===== src/rtl/cable_det_pwr.sv =====
module cable_det_pwr (
  input  logic       clk,
  input  logic       rst_n,
  input  logic       frame_start,
  input  logic [1:0] load_sense,
  input  logic       det_en,
  input  logic       auto_off_en,
  input  logic       comp_fmt,
  input  logic       full_drive,
  input  logic [2:0] dac_on_cfg,
  output logic [1:0] link_stat,
  output logic [2:0] dac_pwr
);

  logic       det_ok;
  logic [1:0] watch;
  logic [1:0] miss_q;
  logic       seen_q;
  logic [1:0] cut;

  assign det_ok   = det_en & full_drive;
  assign watch[0] = det_ok & dac_on_cfg[0];
  assign watch[1] = det_ok & ~comp_fmt & dac_on_cfg[1];

  always_ff @(posedge clk) begin
    if (!rst_n) begin
      miss_q <= 2'b11;
      seen_q <= 1'b0;
    end else if (frame_start) begin
      miss_q <= ~load_sense | ~watch;
      seen_q <= 1'b1;
    end
  end

  assign link_stat = miss_q | ~watch;
  assign cut       = {2{seen_q & auto_off_en}} & watch & miss_q;

  assign dac_pwr[0] = dac_on_cfg[0] & ~cut[0];
  assign dac_pwr[1] = dac_on_cfg[1] & ~(comp_fmt ? cut[0] : cut[1]);
  assign dac_pwr[2] = dac_on_cfg[2] & ~(comp_fmt ? cut[0] : cut[1]);

endmodule



===== config.mk =====
export PLATFORM = sky130hd
export DESIGN_NAME = cable_det_pwr
export DESIGN_NICKNAME = d
export VERILOG_FILES = /design/src/rtl/cable_det_pwr.sv
export SDC_FILE = /design/constraint.sdc
export NUM_CORES = 1
export LEC_CHECK = 0
export BUFFER_PORTS_ARGS = -buffer_cell sky130_fd_sc_hd__buf_2
export CORE_AREA = 2 2 39 41
export CTS_BUF_LIST = sky130_fd_sc_hd__clkbuf_8
export DETAILED_ROUTE_END_ITERATION = 16
export DIE_AREA = 0 0 41 43
export SLEW_MARGIN = 20
export SYNTH_ARGS = -nofsm -noshare
export SYNTH_HDL_FRONTEND = slang
export SYNTH_SLANG_ARGS = --single-unit

===== constraint.sdc =====
create_clock -name clk -period 1.3 [get_ports clk]
set_input_delay 0.13 -clock clk [delete_from_list [all_inputs] [get_ports clk]]
set_output_delay 0.13 -clock clk [all_outputs]
set_load 0.005 [all_outputs]

==> results of run 1 <==
## worst paths after layout
check             from          to  slack [ns]
max          miss_q[0]  dac_pwr[2]        0.06
min              rst_n   miss_q[1]        0.11
max reg2reg  miss_q[0]   miss_q[0]        0.55
min reg2reg     seen_q      seen_q        0.47
## kinds of logic (layout without fill, tap and decap cells)
| logic type | after synthesis | count (layout) | share of synthesized area |
|---|---|---|---|
| AOI/OAI and AO/OA | 5 | 5 | 0.245 |
| buffers and inverters | 3 | 24 | 0.0629 |
| and+or+nand+nor | 12 | 12 | 0.357 |
| DFF | 3 | 3 | 0.336 |
## state kept, by name, summed over array words and instances, names as in the netlist
register / cells
miss_q: 2
seen_q: 1
## metrics by stage
step / setup TNS, ns / cell area [sq um]
floorplan: 0 / 179
global placement: 0 / 279
detailed placement: 0 / 279
CTS: 0 / 324
global route: -0.0163 / 339
finish: 0 / 339
## power by group
group,internal [uW],switching [uW]
Sequential,96.3,2.22
Clock,201,58.0
Combinational,24.8,21.6
## placed cells by master (no fill, tap or decap)
cell and instances:
o32ai_2 1, dfxtp_2 2, dfxtp_1 1, or2_2 1
nand3_2 2, nand4b_1 1, buf_4 1, inv_1 4
or2_1 1, nor2_1 2, clkbuf_8 3, buf_2 16
o22ai_1 2, nand2_1 4, o21a_1 2, nand3_1 1
## worst register-to-register path, stage by stage (launching register included)
cell and delay, ns:
dfxtp_2 0.31, buf_4 0.12, o22ai_1 0.14, nand2_1 0.07
## per-layer routing
layer,track usage,wire (microns),vias to the layer above,share of wire
met3,0.0314,59,0,0.11
li1,-,-,123,-
met1,0.0732,246,96,0.48
met5,0,0,-,0
met4,0.0600,0,0,0
met2,0.0875,209,13,0.41
## layout make-up
| type | count | area (sq um) |
|---|---|---|
| clock inverters | 1 | 3.75 |
| flip-flops and latches | 3 | 62.6 |
| multi-input cells | 17 | 113 |
| fillers | 162 | 1040 |
| inverters | 3 | 11.3 |
| clock buffers | 3 | 41.3 |
| repair buffers | 17 | 87.6 |
| well taps | 16 | 20.0 |
## what timing repair did
item                                    4_1_cts  5_1_grt
gates resized for setup                       0        3
endpoints found under the setup margin        0        2
buffers inserted                              0        1
==> impl_metrics.csv, run 1 <==
group,metric,value,unit
sta,finalWorstSetupSlack,0.0585,ns
place,io_buffers,16,
grt,antenna_found_initial,0,
worst_setup_path,worst_setup_path_start_kind,"flop",
logic_synthesis,yosys_warnings,0,
logic_synthesis,synth_common_cells,"nand2_1, dfxtp_1, inv_1",
logic_synthesis,yosysSeqAreaShare,0.336,
worst_setup_path,worstPathArrival,1.11,ns
clocking,cts_buffers,3,
worst_setup_path,crit_family,"flip-flops",
clocking,clk_path_buf_depth,2,
sta,fin_crit_sh,0.955,
clocking,clk_pin_slew_worst_paths,0.03,ns
routing,vias,232,
routing,vias_per_cell,3.87,
routing,drt_pass1_iterations,5,
place,dp.cells,55,
routing,drtAntennaViolNets,0,
sta,clock.fmax,0.805,GHz
die,die-area,1760,sq um
worst_setup_path,crit_slowest_cell,"dfxtp_2",
worst_setup_path,max_stage_delay,0.32,ns
die,ios,17,
logic_synthesis,synth_top_area_frac,0.336,
worst_setup_path,cp_max_fo,2,
routing,drt_iter0_drc,7,
grt,grtUsageTotal,0.0661,
final_layout,syn2layout_area_growth,89.5,%
logic_synthesis,synth_nets,35,
worst_setup_path,ff2ff_path_depth,3,
grt,grt_max_degree,6,
final_layout,antennaDiodeCount,0,
logic_synthesis,synth-edff-count,0,
clocking,clock_latency,0.21,ns
logic_synthesis,synthArstFlopShare,0,
die,start_util,0.129,
sta,skew,0,ns
sta,setup_viol,0,
routing,routed_wl,515,microns
sta,worstMarginPinSlew,0.232,ns
pwr,ir_drop,0.000490,V
worst_setup_path,crit_required,1.17,ns
clocking,hold_buffers,0,
sta,rsz0062_at_grt,"yes",
die,row_count,14,
pwr,leakage,0.000156,uW
pwr,power_density,1190,nW/um^2
sta,relSlewSlack,0.845,
run_status,outcome,"completed",
worst_setup_path,crit_type,"reg2out",
logic_synthesis,syn_inst,23,
routing,drc,0,
grt,grt_pass1_vias,197,
grt,grt_pass1_wl,745,microns
logic_synthesis,synth_area_leaders,"dfxtp_1, o32ai_2, nand2_1",
logic_synthesis,synth.avg_cell_area,7.78,sq um
clocking,cts-root-buf,"clkbuf_8",
die,fp.dieW,41,microns
worst_setup_path,end_kind,"output port",
grt,grt.overflow.total,0,
die,core_area,1380,sq um
clocking,cts_max_level,1,
final_layout,nets,57,
sta,report.final.slew_viol_count,0,
logic_synthesis,netlist_area,179,sq um
pwr,power,404,uW
routing,wire_per_inst,8.58,microns
sta,hold_slack,0.114,ns
min_path,whs_path_depth,2,
worst_setup_path,path_cells,"nand3_2 > o32ai_2 > nor2_1 > buf_2",
worst_setup_path,path_depth,4,
place,pre_cts_ws,0.285,ns
final_layout,utilization,0.245,
sta,finalHoldViolCount,0,
sta,timing.final.crit_period,1.24,ns
final_layout,stdcell_count,60,
logic_synthesis,synth.most_common_cell,"nand2_1",
run,cap_violations,0,
logic_synthesis,synth_cell_type_count,12,
final_layout,drive_above_1_share,0.591,
worst_setup_path,crit_buf_inv,1,
clocking,cts_sinks,3,
place,globalplace.congestion,0.711,
die,fp.dieH,43,microns
logic_synthesis,synthFlopType,"dfxtp_1",
min_path,hold_class,"in2reg",
clocking,cts_tree,"built",
logic_synthesis,ys_ff_latch,3,
logic_synthesis,yosys.area.top_type,"dfxtp_1",
No activity file was read; power rests on OpenSTA's default activity.
==> inputs of run 2 (changes only) <==
--- a/config.mk
+++ b/config.mk
@@ -7,7 +7,7 @@
 export LEC_CHECK = 0
 export BUFFER_PORTS_ARGS = -buffer_cell sky130_fd_sc_hd__buf_2
 export CORE_AREA = 2 2 39 41
-export CTS_BUF_LIST = sky130_fd_sc_hd__clkbuf_8
+export CTS_BUF_LIST = sky130_fd_sc_hd__clkbuf_16
 export DETAILED_ROUTE_END_ITERATION = 16
 export DIE_AREA = 0 0 41 43
 export SLEW_MARGIN = 20
==> run 2 against run 1 <==
Routed wire length decreased by 0.58%. Critical endpoint is now dac_pwr[1]. Die area did not move. Sequential power shrank 0.4%. Sequential share of layout area fell by 1.6 points. Non-clock buffer count decreased by 1. Power increased by 54%. Worst setup slack better by 0.035 ns. Worst hold slack lost 0.0079 ns. Highest routed layer unchanged. Critical path depth did not move.
==> impl_metrics.csv, run 2 (synthesis gave the netlist of run 1 again) <==
group,metric,value,unit
routing,drt_iter0_drc,5,
sta,setup_viol,0,
run_status,outcome,"completed",
run,cap_violations,0,
place,io_buffers,16,
grt,grt_max_degree,6,
clocking,cts_tree,"built",
final_layout,final_cell_mix,"buf_2, inv_1, nand2_1",
final_layout,reg_top3,"miss_q: 2 flops, seen_q: 1 flops",
sta,fin_crit_sh,0.928,
final_layout,top_register,"miss_q",
worst_setup_path,worstPathArrival,1.08,ns
die,start_util,0.129,
die,row_count,14,
grt,grt.overflow.total,0,
grt,top_usage_layer,"met2",
sta,report.final.slew_viol_count,0,
grt,met2_usage,0.0906,
routing,routed_wl,512,microns
final_layout,drive_above_1_share,0.558,
routing,drc,0,
clocking,clock_latency,0.22,ns
final_layout,largest_reg_flops,2,
grt,grt_pass1_wl,759,microns
clocking,hold_buffers,0,
die,core_area,1380,sq um
worst_setup_path,end_kind,"output port",
sta,rsz0062_at_grt,"no",
grt,grt_use_met1,0.0735,
die,fp.dieH,43,microns
final_layout,antennaDiodeCount,0,
routing,drt_pass1_iterations,4,
worst_setup_path,crit_type,"reg2out",
place,pre_cts_ws,0.285,ns
grt,grt_pass1_vias,213,
sta,worstMarginPinSlew,0.232,ns
routing,vias,229,
die,fp.dieW,41,microns
routing,vias_per_cell,3.88,
clocking,clk_pin_slew_worst_paths,0.03,ns
sta,relSlewSlack,0.845,
sta,timing.setup.tns,0,ns
clocking,cts-root-buf,"clkbuf_16",
clocking,cts_buffers,3,
sta,skew,0,ns
final_layout,final_common_cell,"buf_2",
worst_setup_path,cp_max_fo,3,
pwr,ir_drop,0.000695,V
die,die-area,1760,sq um
clocking,clk_path_buf_depth,2,
worst_setup_path,worst_setup_path_start_kind,"flop",
clocking,cts_sinks,3,
sta,timing.final.crit_period,1.21,ns
clocking,postCtsSetupBuffers,0,
sta,finalHoldViolCount,0,
grt,antenna_found_initial,0,
routing,drtAntennaViolNets,0,
place,globalplace.congestion,0.711,
routing,wire_per_inst,8.68,microns
clocking,cts_max_level,1,
final_layout,nets,56,
sta,clock.fmax,0.829,GHz
grt,grtUsageTotal,0.0641,
sta,finalWorstSetupSlack,0.0939,ns
worst_setup_path,crit_required,1.17,ns
pwr,leakage,0.000167,uW
grt,use_met3,0.0314,
pwr,power_density,1710,nW/um^2
die,ios,17,
final_layout,syn2layout_area_growth,103,%
min_path,hold_class,"in2reg",
-- run 2: changes by cell type in the layout (fill, tap and decap cells not counted), sizes merged --
cell and delta:
buf -1
-- run 2: what timing repair did --
item,CTS,global route
hold endpoints to repair,0,0
endpoints found under the setup margin,0,2
resized for setup,0,2
-- run 2: per-stage QoR --
| stage | power [uW] | hold WS, ns | std cells | utilization | area, sq um |
|---|---|---|---|---|---|
| after floorplan | 116 | 0.192 | 23 | - | 179 |
| after global placement | 143 | 0.323 | 55 | 0.202 | 279 |
| after detailed placement | 144 | 0.328 | 55 | 0.202 | 279 |
| after CTS | 627 | 0.101 | 59 | 0.259 | 358 |
| after global routing | 639 | 0.107 | 59 | 0.263 | 364 |
| final | 621 | 0.106 | 59 | 0.263 | 364 |
-- run 2: power by group --
group          total [uW]  leakage [uW]  switching (uW)  internal (uW)
clock network         477     0.0000423            80.8            396
registers            98.1     0.0000241            2.32           95.8
logic                46.0      0.000100            21.7           24.4
-- run 2: cell type report --
class	count	area (sq um)
Fill cell	164	1020
Sequential cell	3	61.3
Clock buffer	3	75.1
Clock inverter	1	3.75
Inverter	3	11.3
Tap cell	16	20.0
Timing Repair Buffer	16	80.1
Multi-Input combinational cell	17	113
-- run 2: worst paths after layout --
check	from	endpoint	slack, ns	cells after the start
max	seen_q	dac_pwr[1]	0.09	4
min	rst_n	miss_q[1]	0.11	2
max reg2reg	miss_q[0]	miss_q[0]	0.66	2
min reg2reg	miss_q[0]	miss_q[0]	0.49	2
-- run 2: metal layers --
metal	routed length, microns	vias up	part of all wire
met2	204	13	0.40
met1	246	95	0.48
met4	0	0	0
met5	0	-	0
met3	61	0	0.12
li1	-	121	-
-- run 2: worst max-delay path, stage by stage (launching register included) --
cell	delay (ns)
dfxtp_1	0.35
nand3_2	0.09
o32ai_2	0.24
nor2_1	0.06
buf_2	0.12
